`src/rtl/adcseq_pkg.sv`:
```
package adcseq_pkg;
    // Register addresses on the parallel bus
    localparam logic ADDR_CTRL = 1'b0;
    localparam logic ADDR_DATA = 1'b1;

    // Fixed field positions
    localparam int EN_POS    = 0;
    localparam int CH_LSB    = 1;
    localparam int RD_W      = 16;
    localparam int VALID_POS = 15;

    typedef enum logic [2:0] {
        ST_OFF,
        ST_WARM,
        ST_READY,
        ST_SELECT,
        ST_SYNCWAIT,
        ST_CONVERT
    } seq_state_t;
endpackage

```
`src/rtl/adcseq_ctrl_regs.sv`:
```
module adcseq_ctrl_regs
    import adcseq_pkg::*;
#(
    parameter int CH_W   = 3,
    parameter int RES_W  = 10,
    parameter int CTRL_W = 6
) (
    input  logic              clk,
    input  logic              rst_n,
    input  logic              bus_wr,
    input  logic              bus_addr,
    input  logic [CTRL_W-1:0] bus_wdata,
    input  logic              valid_q,
    input  logic [RES_W-1:0]  result_q,
    output logic [RD_W-1:0]   bus_rdata,
    output logic              ctrl_we,
    output logic              wr_en,
    output logic              wr_go,
    output logic              wr_sync,
    output logic [CH_W-1:0]   wr_ch
);
    localparam int SYNC_POS = CH_LSB + CH_W;
    localparam int GO_POS   = SYNC_POS + 1;

    logic            en_q;
    logic            sync_q;
    logic [CH_W-1:0] ch_q;

    // Write decode: only the control register is writable
    assign ctrl_we = bus_wr && (bus_addr == ADDR_CTRL);
    assign wr_en   = bus_wdata[EN_POS];
    assign wr_go   = bus_wdata[GO_POS];
    assign wr_sync = bus_wdata[SYNC_POS];
    assign wr_ch   = bus_wdata[CH_LSB +: CH_W];

    always_ff @(posedge clk) begin
        if (!rst_n) begin
            en_q   <= 1'b0;
            sync_q <= 1'b0;
            ch_q   <= '0;
        end else if (ctrl_we) begin
            en_q   <= wr_en;
            sync_q <= wr_sync;
            ch_q   <= wr_ch;
        end
    end

    // Read multiplexer; the start strobe is never stored
    always_comb begin
        bus_rdata = '0;
        if (bus_addr == ADDR_DATA) begin
            bus_rdata[VALID_POS]   = valid_q;
            bus_rdata[RES_W-1:0]   = result_q;
        end else begin
            bus_rdata[EN_POS]          = en_q;
            bus_rdata[CH_LSB +: CH_W]  = ch_q;
            bus_rdata[SYNC_POS]        = sync_q;
        end
    end
endmodule

```
`src/rtl/adcseq_stub.sv`:
```
module adcseq_stub #(
    parameter int CH_W  = 3,
    parameter int RES_W = 10
) (
    input  logic [RES_W-1:0] level,
    input  logic [CH_W-1:0]  channel,
    output logic [RES_W-1:0] sample
);
    // Behavioural converter: programmed level offset by the channel number
    assign sample = level + {{(RES_W-CH_W){1'b0}}, channel};
endmodule

```
`src/rtl/adcseq_fsm.sv`:
```
module adcseq_fsm
    import adcseq_pkg::*;
#(
    parameter int CH_W        = 3,
    parameter int RES_W       = 10,
    parameter int STARTUP_CYC = 60,
    parameter int SEL_CYC     = 51,
    parameter int CONV_CYC    = 102
) (
    input  logic             clk,
    input  logic             rst_n,
    input  logic             ctrl_we,
    input  logic             wr_en,
    input  logic             wr_go,
    input  logic             wr_sync,
    input  logic [CH_W-1:0]  wr_ch,
    input  logic             sync_trig,
    input  logic [RES_W-1:0] sample,
    output seq_state_t       state,
    output logic [CH_W-1:0]  conv_ch,
    output logic             valid_q,
    output logic [RES_W-1:0] result_q,
    output logic             event_q
);
    localparam int MAX_A  = (STARTUP_CYC > SEL_CYC) ? STARTUP_CYC : SEL_CYC;
    localparam int MAX_C  = (MAX_A > CONV_CYC) ? MAX_A : CONV_CYC;
    localparam int CNT_W  = $clog2(MAX_C + 1);
    localparam logic [CNT_W-1:0] WARM_LAST = CNT_W'(STARTUP_CYC - 1);
    localparam logic [CNT_W-1:0] SEL_LAST  = CNT_W'(SEL_CYC - 1);
    localparam logic [CNT_W-1:0] CONV_LAST = CNT_W'(CONV_CYC - 1);
    localparam logic [CNT_W-1:0] CNT_ONE   = CNT_W'(1);

    seq_state_t      state_n;
    logic [CNT_W-1:0] cnt, cnt_n;
    logic            pend, pend_n;
    logic            lat_sync, lat_sync_n;
    logic [CH_W-1:0] lat_ch, lat_ch_n;
    logic            accept;
    logic            finish;

    assign conv_ch = lat_ch;

    // Next-state and transition decode
    always_comb begin
        state_n    = state;
        cnt_n      = cnt;
        pend_n     = pend;
        lat_sync_n = lat_sync;
        lat_ch_n   = lat_ch;
        accept     = 1'b0;
        finish     = 1'b0;
        if (ctrl_we && !wr_en) begin
            // abort: disable wins over every other transition
            state_n = ST_OFF;
            cnt_n   = '0;
            pend_n  = 1'b0;
        end else begin
            unique case (state)
                ST_OFF: begin
                    if (ctrl_we) begin
                        state_n = ST_WARM;  // power-up
                        cnt_n   = '0;
                        if (wr_go) begin
                            pend_n     = 1'b1;
                            accept     = 1'b1;
                            lat_ch_n   = wr_ch;
                            lat_sync_n = wr_sync;
                        end
                    end
                end
                ST_WARM: begin
                    if (ctrl_we && wr_go) begin
                        pend_n     = 1'b1;
                        accept     = 1'b1;
                        lat_ch_n   = wr_ch;
                        lat_sync_n = wr_sync;
                    end
                    if (cnt == WARM_LAST) begin
                        state_n = pend_n ? ST_SELECT : ST_READY;  // settle
                        cnt_n   = '0;
                        pend_n  = 1'b0;
                    end else begin
                        cnt_n = cnt + CNT_ONE;
                    end
                end
                ST_READY: begin
                    if (ctrl_we && wr_go) begin
                        state_n    = ST_SELECT;  // launch
                        cnt_n      = '0;
                        accept     = 1'b1;
                        lat_ch_n   = wr_ch;
                        lat_sync_n = wr_sync;
                    end
                end
                ST_SELECT: begin
                    if (cnt == SEL_LAST) begin
                        state_n = lat_sync ? ST_SYNCWAIT : ST_CONVERT;  // route
                        cnt_n   = '0;
                    end else begin
                        cnt_n = cnt + CNT_ONE;
                    end
                end
                ST_SYNCWAIT: begin
                    if (sync_trig) begin
                        state_n = ST_CONVERT;  // trigger
                        cnt_n   = '0;
                    end
                end
                ST_CONVERT: begin
                    if (cnt == CONV_LAST) begin
                        state_n = ST_READY;  // finish
                        cnt_n   = '0;
                        finish  = 1'b1;
                    end else begin
                        cnt_n = cnt + CNT_ONE;
                    end
                end
                default: begin
                    state_n = ST_OFF;
                    cnt_n   = '0;
                end
            endcase
        end
    end

    // State register
    always_ff @(posedge clk) begin
        if (!rst_n) begin
            state    <= ST_OFF;
            cnt      <= '0;
            pend     <= 1'b0;
            lat_sync <= 1'b0;
            lat_ch   <= '0;
        end else begin
            state    <= state_n;
            cnt      <= cnt_n;
            pend     <= pend_n;
            lat_sync <= lat_sync_n;
            lat_ch   <= lat_ch_n;
        end
    end

    // Output register: result, valid flag and completion event
    always_ff @(posedge clk) begin
        if (!rst_n) begin
            valid_q  <= 1'b0;
            result_q <= '0;
            event_q  <= 1'b0;
        end else begin
            event_q <= finish;
            if (accept) begin
                valid_q <= 1'b0;
            end else if (finish) begin
                valid_q  <= 1'b1;
                result_q <= sample;
            end
        end
    end
endmodule

```
`src/rtl/adcseq_top.sv`:
```
module adcseq_top
    import adcseq_pkg::*;
#(
    parameter int CH_W        = 3,
    parameter int RES_W       = 10,
    parameter int STARTUP_CYC = 60,
    parameter int SEL_CYC     = 51,
    parameter int CONV_CYC    = 102,
    parameter int FRAME_CYC   = 128
) (
    input  logic             clk,
    input  logic             rst_n,
    input  logic             bus_wr,
    input  logic             bus_addr,
    input  logic [5:0]       bus_wdata,
    output logic [15:0]      bus_rdata,
    input  logic             sync_trig,
    input  logic [9:0]       stub_level,
    output logic             adc_event
);
    localparam int CTRL_W = CH_LSB + CH_W + 2;

    logic             ctrl_we, wr_en, wr_go, wr_sync;
    logic [CH_W-1:0]  wr_ch;
    logic [CH_W-1:0]  conv_ch;
    logic [RES_W-1:0] sample;
    logic [RES_W-1:0] result_w;
    logic             valid_w;
    seq_state_t       st_w;

    adcseq_ctrl_regs #(.CH_W(CH_W), .RES_W(RES_W), .CTRL_W(CTRL_W)) u_regs (
        .clk       (clk),
        .rst_n     (rst_n),
        .bus_wr    (bus_wr),
        .bus_addr  (bus_addr),
        .bus_wdata (bus_wdata[CTRL_W-1:0]),
        .valid_q   (valid_w),
        .result_q  (result_w),
        .bus_rdata (bus_rdata),
        .ctrl_we   (ctrl_we),
        .wr_en     (wr_en),
        .wr_go     (wr_go),
        .wr_sync   (wr_sync),
        .wr_ch     (wr_ch)
    );

    adcseq_stub #(.CH_W(CH_W), .RES_W(RES_W)) u_stub (
        .level   (stub_level[RES_W-1:0]),
        .channel (conv_ch),
        .sample  (sample)
    );

    adcseq_fsm #(
        .CH_W(CH_W), .RES_W(RES_W), .STARTUP_CYC(STARTUP_CYC),
        .SEL_CYC(SEL_CYC), .CONV_CYC(CONV_CYC)
    ) u_fsm (
        .clk       (clk),
        .rst_n     (rst_n),
        .ctrl_we   (ctrl_we),
        .wr_en     (wr_en),
        .wr_go     (wr_go),
        .wr_sync   (wr_sync),
        .wr_ch     (wr_ch),
        .sync_trig (sync_trig),
        .sample    (sample),
        .state     (st_w),
        .conv_ch   (conv_ch),
        .valid_q   (valid_w),
        .result_q  (result_w),
        .event_q   (adc_event)
    );
endmodule

```
`config.mk`:
```
export PLATFORM = sky130hd
export DESIGN_NAME = adcseq_top
export DESIGN_NICKNAME = d
export VERILOG_FILES = /design/src/rtl/adcseq_pkg.sv /design/src/rtl/adcseq_ctrl_regs.sv /design/src/rtl/adcseq_stub.sv /design/src/rtl/adcseq_fsm.sv /design/src/rtl/adcseq_top.sv
export SDC_FILE = /design/constraint.sdc
export NUM_CORES = 1
export LEC_CHECK = 0
export BUFFER_PORTS_ARGS = -buffer_cell sky130_fd_sc_hd__clkbuf_2
export CAP_MARGIN = 20
export CORE_AREA = 4 4 62 69
export CTS_CLUSTER_DIAMETER = 80
export DETAILED_ROUTE_END_ITERATION = 10
export DIE_AREA = 0 0 66 73
export PLACE_DENSITY = 0.76
export SLEW_MARGIN = 10
export SYNTH_ARGS = -nofsm -noshare
export SYNTH_HDL_FRONTEND = slang
export SYNTH_SLANG_ARGS = --single-unit
```
`constraint.sdc`:
```
create_clock -name clk -period 3.1 [get_ports clk]
set_input_delay 0.31 -clock clk [delete_from_list [all_inputs] [get_ports clk]]
set_output_delay 0.31 -clock clk [all_outputs]
set_load 0.05 [all_outputs]
```
==> summary.txt <==
Synthesis
  – Synthesis-stage register bit count: 32
  – Library cells used by synthesis: slightly below 60
  – Adder-Cell Fraction of Synth Area: 5.060%
  – Main combinational cell family by area after synthesis: simple AND/OR/NAND/NOR gates
  – Ys async rst share: 0%
  – Mean post-synth cell area: 9.123 sq um
  – Sequential cell area fraction in the yosys report: about 34%
  – Post-synth top flop: dfxtp_1
  – Post-Syn Area: 0.001879 sq mm
  – Mapped Cells: 206
  – Multiplexer share of the synthesized area: 6.791%
  – Synth Area in Compound Gates: 20.24%
  – Yosys Warn Count: 0
  – XOR/XNOR share of the synthesized area: 2.796%
  – Number of enable flip-flop cells after synthesis: 0
  – Simple-Gate Fraction of Synth Area: 23.97%

Timing
  – Setup Skew: between 0.004 and 0.005 ns
  – Fmax: a little over 500 MHz
  – Setup WS post-layout: approximately 1.2 ns
  – Final setup TNS: 0 ns
  – Final hold viol count: 0
  – Final setup vio count: 0
  – RSZ-0062 raised after global routing: no
  – Slew HR: between 40 and 50%
  – Fin crit period: around 1.9 ns
  – Pins Over Slew Limit: 0
  – Post-route clock period utilization: 62.14%
  – Worst Max-Slew Pin Slew: ~0.75 ns

Clock network
  – Post-cts sizing count: 0
  – H-tree depth: 2
  – CTS tree: built
  – CTS root buf: clkbuf_8
  – Setup Buffers After CTS: 0
  – Worst-path clk slew: 0.06 ns
  – Clk_lat worst skew: about 0.29 ns
  – Clock Path Buffers: 2
  – Hold_buf cts: 0
  – TritonCTS Buffers: 5
  – Num Clock Sinks: 32

Finish
  – Final design utilization: a little under 60%
  – Commonest cells after routing, fill and taps aside: clkbuf_2, dfxtp_1, nand2_1, nor2_1, a21oi_1
  – P&R area growth vs syn: 13.52%
  – Fillers: roughly 340
  – Share of cells above drive strength 1: between 20 and 30%
  – Final nets: around 270
  – Diodes inserted: 0

Critical path
  – CP Class: register to register
  – Crit path DAT: roughly 2.1 ns
  – Crit. End Element: register
  – CP Max Fanout: 11
  – R2R cell count: 4
  – Critical path startpoint category: register
  – WP data required: 3.28 ns

Run status
  – Status: finished clean

Floorplanning
  – Core area: ~0.0036 sq mm
  – Die Area: just under 0.005 sq mm
  – Row cnt: 23
  – Initial Util: a little over half
  – Die height: 73 um
  – Die Wd: between 60 and 70 um
  – Top Ports: 38

Detailed routing
  – Via/cell ratio: ~5.5
  – DRT Wirelength: between 3000 and 4000 um
  – Via Count: 1591
  – Final ANT Viol Nets: 0
  – Residual DRC: 0
  – Drt pass-1 iters: 4
  – WL per Instance: between 10 and 15 um
  – First DRT Iteration DRCs: 59

Power
  – Pwr dens: 406.5 mW/mm^2
  – Peak VDD IR: 0.3117 mV
  – Lkg Pwr: between 0.8 and 0.9 nW

Place
  – # port buffers: 32
  – DPL Wire Length: approximately 2900 um
  – Gpl congestion: 0.8366
  – Dpl ws: 1.123 ns

Global routing
  – All-Layer GR Usage: ~18%
  – Antenna violations before repair: 0
  – Largest net degree at the start of global routing: 20
  – First-pass GRT wire length: between 6000 and 7000 um
  – Grt ovf: 0
  – Vias in the first global route: about 1500

Flow run
  – Max-cap violations: 0

Worst hold path
  – Hold Crit Depth: 3
  – Worst hold path type: input pin to register
power breakdown:
group / switching (W) / total [W] / internal, W
clock: 0.000155 / 0.000352 / 0.000198
sequential: 0.00000641 / 0.000424 / 0.000418
combinational: 0.0000598 / 0.0000906 / 0.0000308
metal layers:
metal | track usage, % | vias up | routed length [um]
met2 | 27.17 | 42 | 1840
met1 | 23.06 | 731 | 1869
met3 | 5.393 | 8 | 206
li1 | - | 810 | -
met4 | 6.772 | 0 | 73
met5 | 0 | - | 0
critical path, stage by stage (launching register included):
cell	delay, ns
dfxtp_1	0.57
nand3_1	0.16
o21ai_1	0.54
nor3_2	0.18
a221o_2	0.36
cell families (layout without fill, tap and decap cells):
| group | count (synthesis) | after routing |
|---|---|---|
| other | 1 | 5 |
| DFF | 32 | 32 |
| muxes | 12 | 12 |
| buffers and inverters | 22 | 50 |
| and+or+nand+nor | 76 | 76 |
| xor gates and xnor gates | 6 | 6 |
| adders and majority gates | 7 | 7 |
| AOI/OAI and AO/OA | 50 | 50 |
cell type report:
| cell class | instances | area [sq um] | area share, % |
|---|---|---|---|
| Clock buffer | 7 | 96.34 | 4.516 |
| Tap cell | 50 | 62.56 | 2.933 |
| Sequential cell | 32 | 640.6 | 30.03 |
| Inverter | 9 | 33.78 | 1.584 |
| Multi-Input combinational cell | 156 | 1125 | 52.73 |
| Timing Repair Buffer | 34 | 175.2 | 8.211 |
state kept, by name, summed over array words and instances (netlist names), 3 cells and up:
register	count
u_fsm.cnt	7
u_fsm.state	3
u_fsm.conv_ch	3
u_regs.ch_q	3
u_fsm.result_q	10
cell usage after synthesis, drive strengths merged (2+ instances only):
cell type / instances / area, sq um
nor4: 4 / 25.02
a211o: 3 / 26.28
and2: 8 / 51.30
a211oi: 6 / 57.56
nor3: 6 / 35.03
nand4: 4 / 25.02
or3: 3 / 18.77
nor4b: 2 / 32.53
a21o: 2 / 15.01
o211ai: 2 / 15.01
xor2: 4 / 35.03
nor2b: 3 / 18.77
o21ai: 8 / 43.79
xnor2: 2 / 17.52
nand4bb: 2 / 38.79
a21oi: 11 / 58.81
clkbuf: 3 / 11.26
nand3: 5 / 25.02
ha: 6 / 75.07
mux2: 6 / 67.56
nand2: 15 / 56.30
mux2i: 6 / 60.06
inv: 9 / 33.78
o2111ai: 2 / 17.52
nor2: 15 / 56.30
buf: 10 / 83.82
dfxtp: 32 / 640.6
nand3b: 3 / 22.52
a221o: 4 / 45.04
worst paths after layout:
check	start	endpoint	slack, ns
setup reg to reg	u_fsm.state[2]	u_fsm.cnt[5]	1.17
hold reg to reg	u_regs.sync_q	u_regs.sync_q	0.46
hold / removal	bus_wdata[4]	u_regs.sync_q	0.25
setup / recovery	u_fsm.state[2]	u_fsm.cnt[5]	1.17
through the flow:
step	area, sq um	hold slack (ns)	std cells	total power, W
final	2133	0.2547	288	0.0008672
after CTS	2133	0.2490	288	0.0008723
after detailed placement	2037	0.4511	281	0.0005241
after floorplan	1894	0.4270	210	0.0004977
after global routing	2133	0.2788	288	0.0008995
after global placement	2037	0.4493	281	0.0005229
Note: power is estimated with default switching activity, not from simulation.
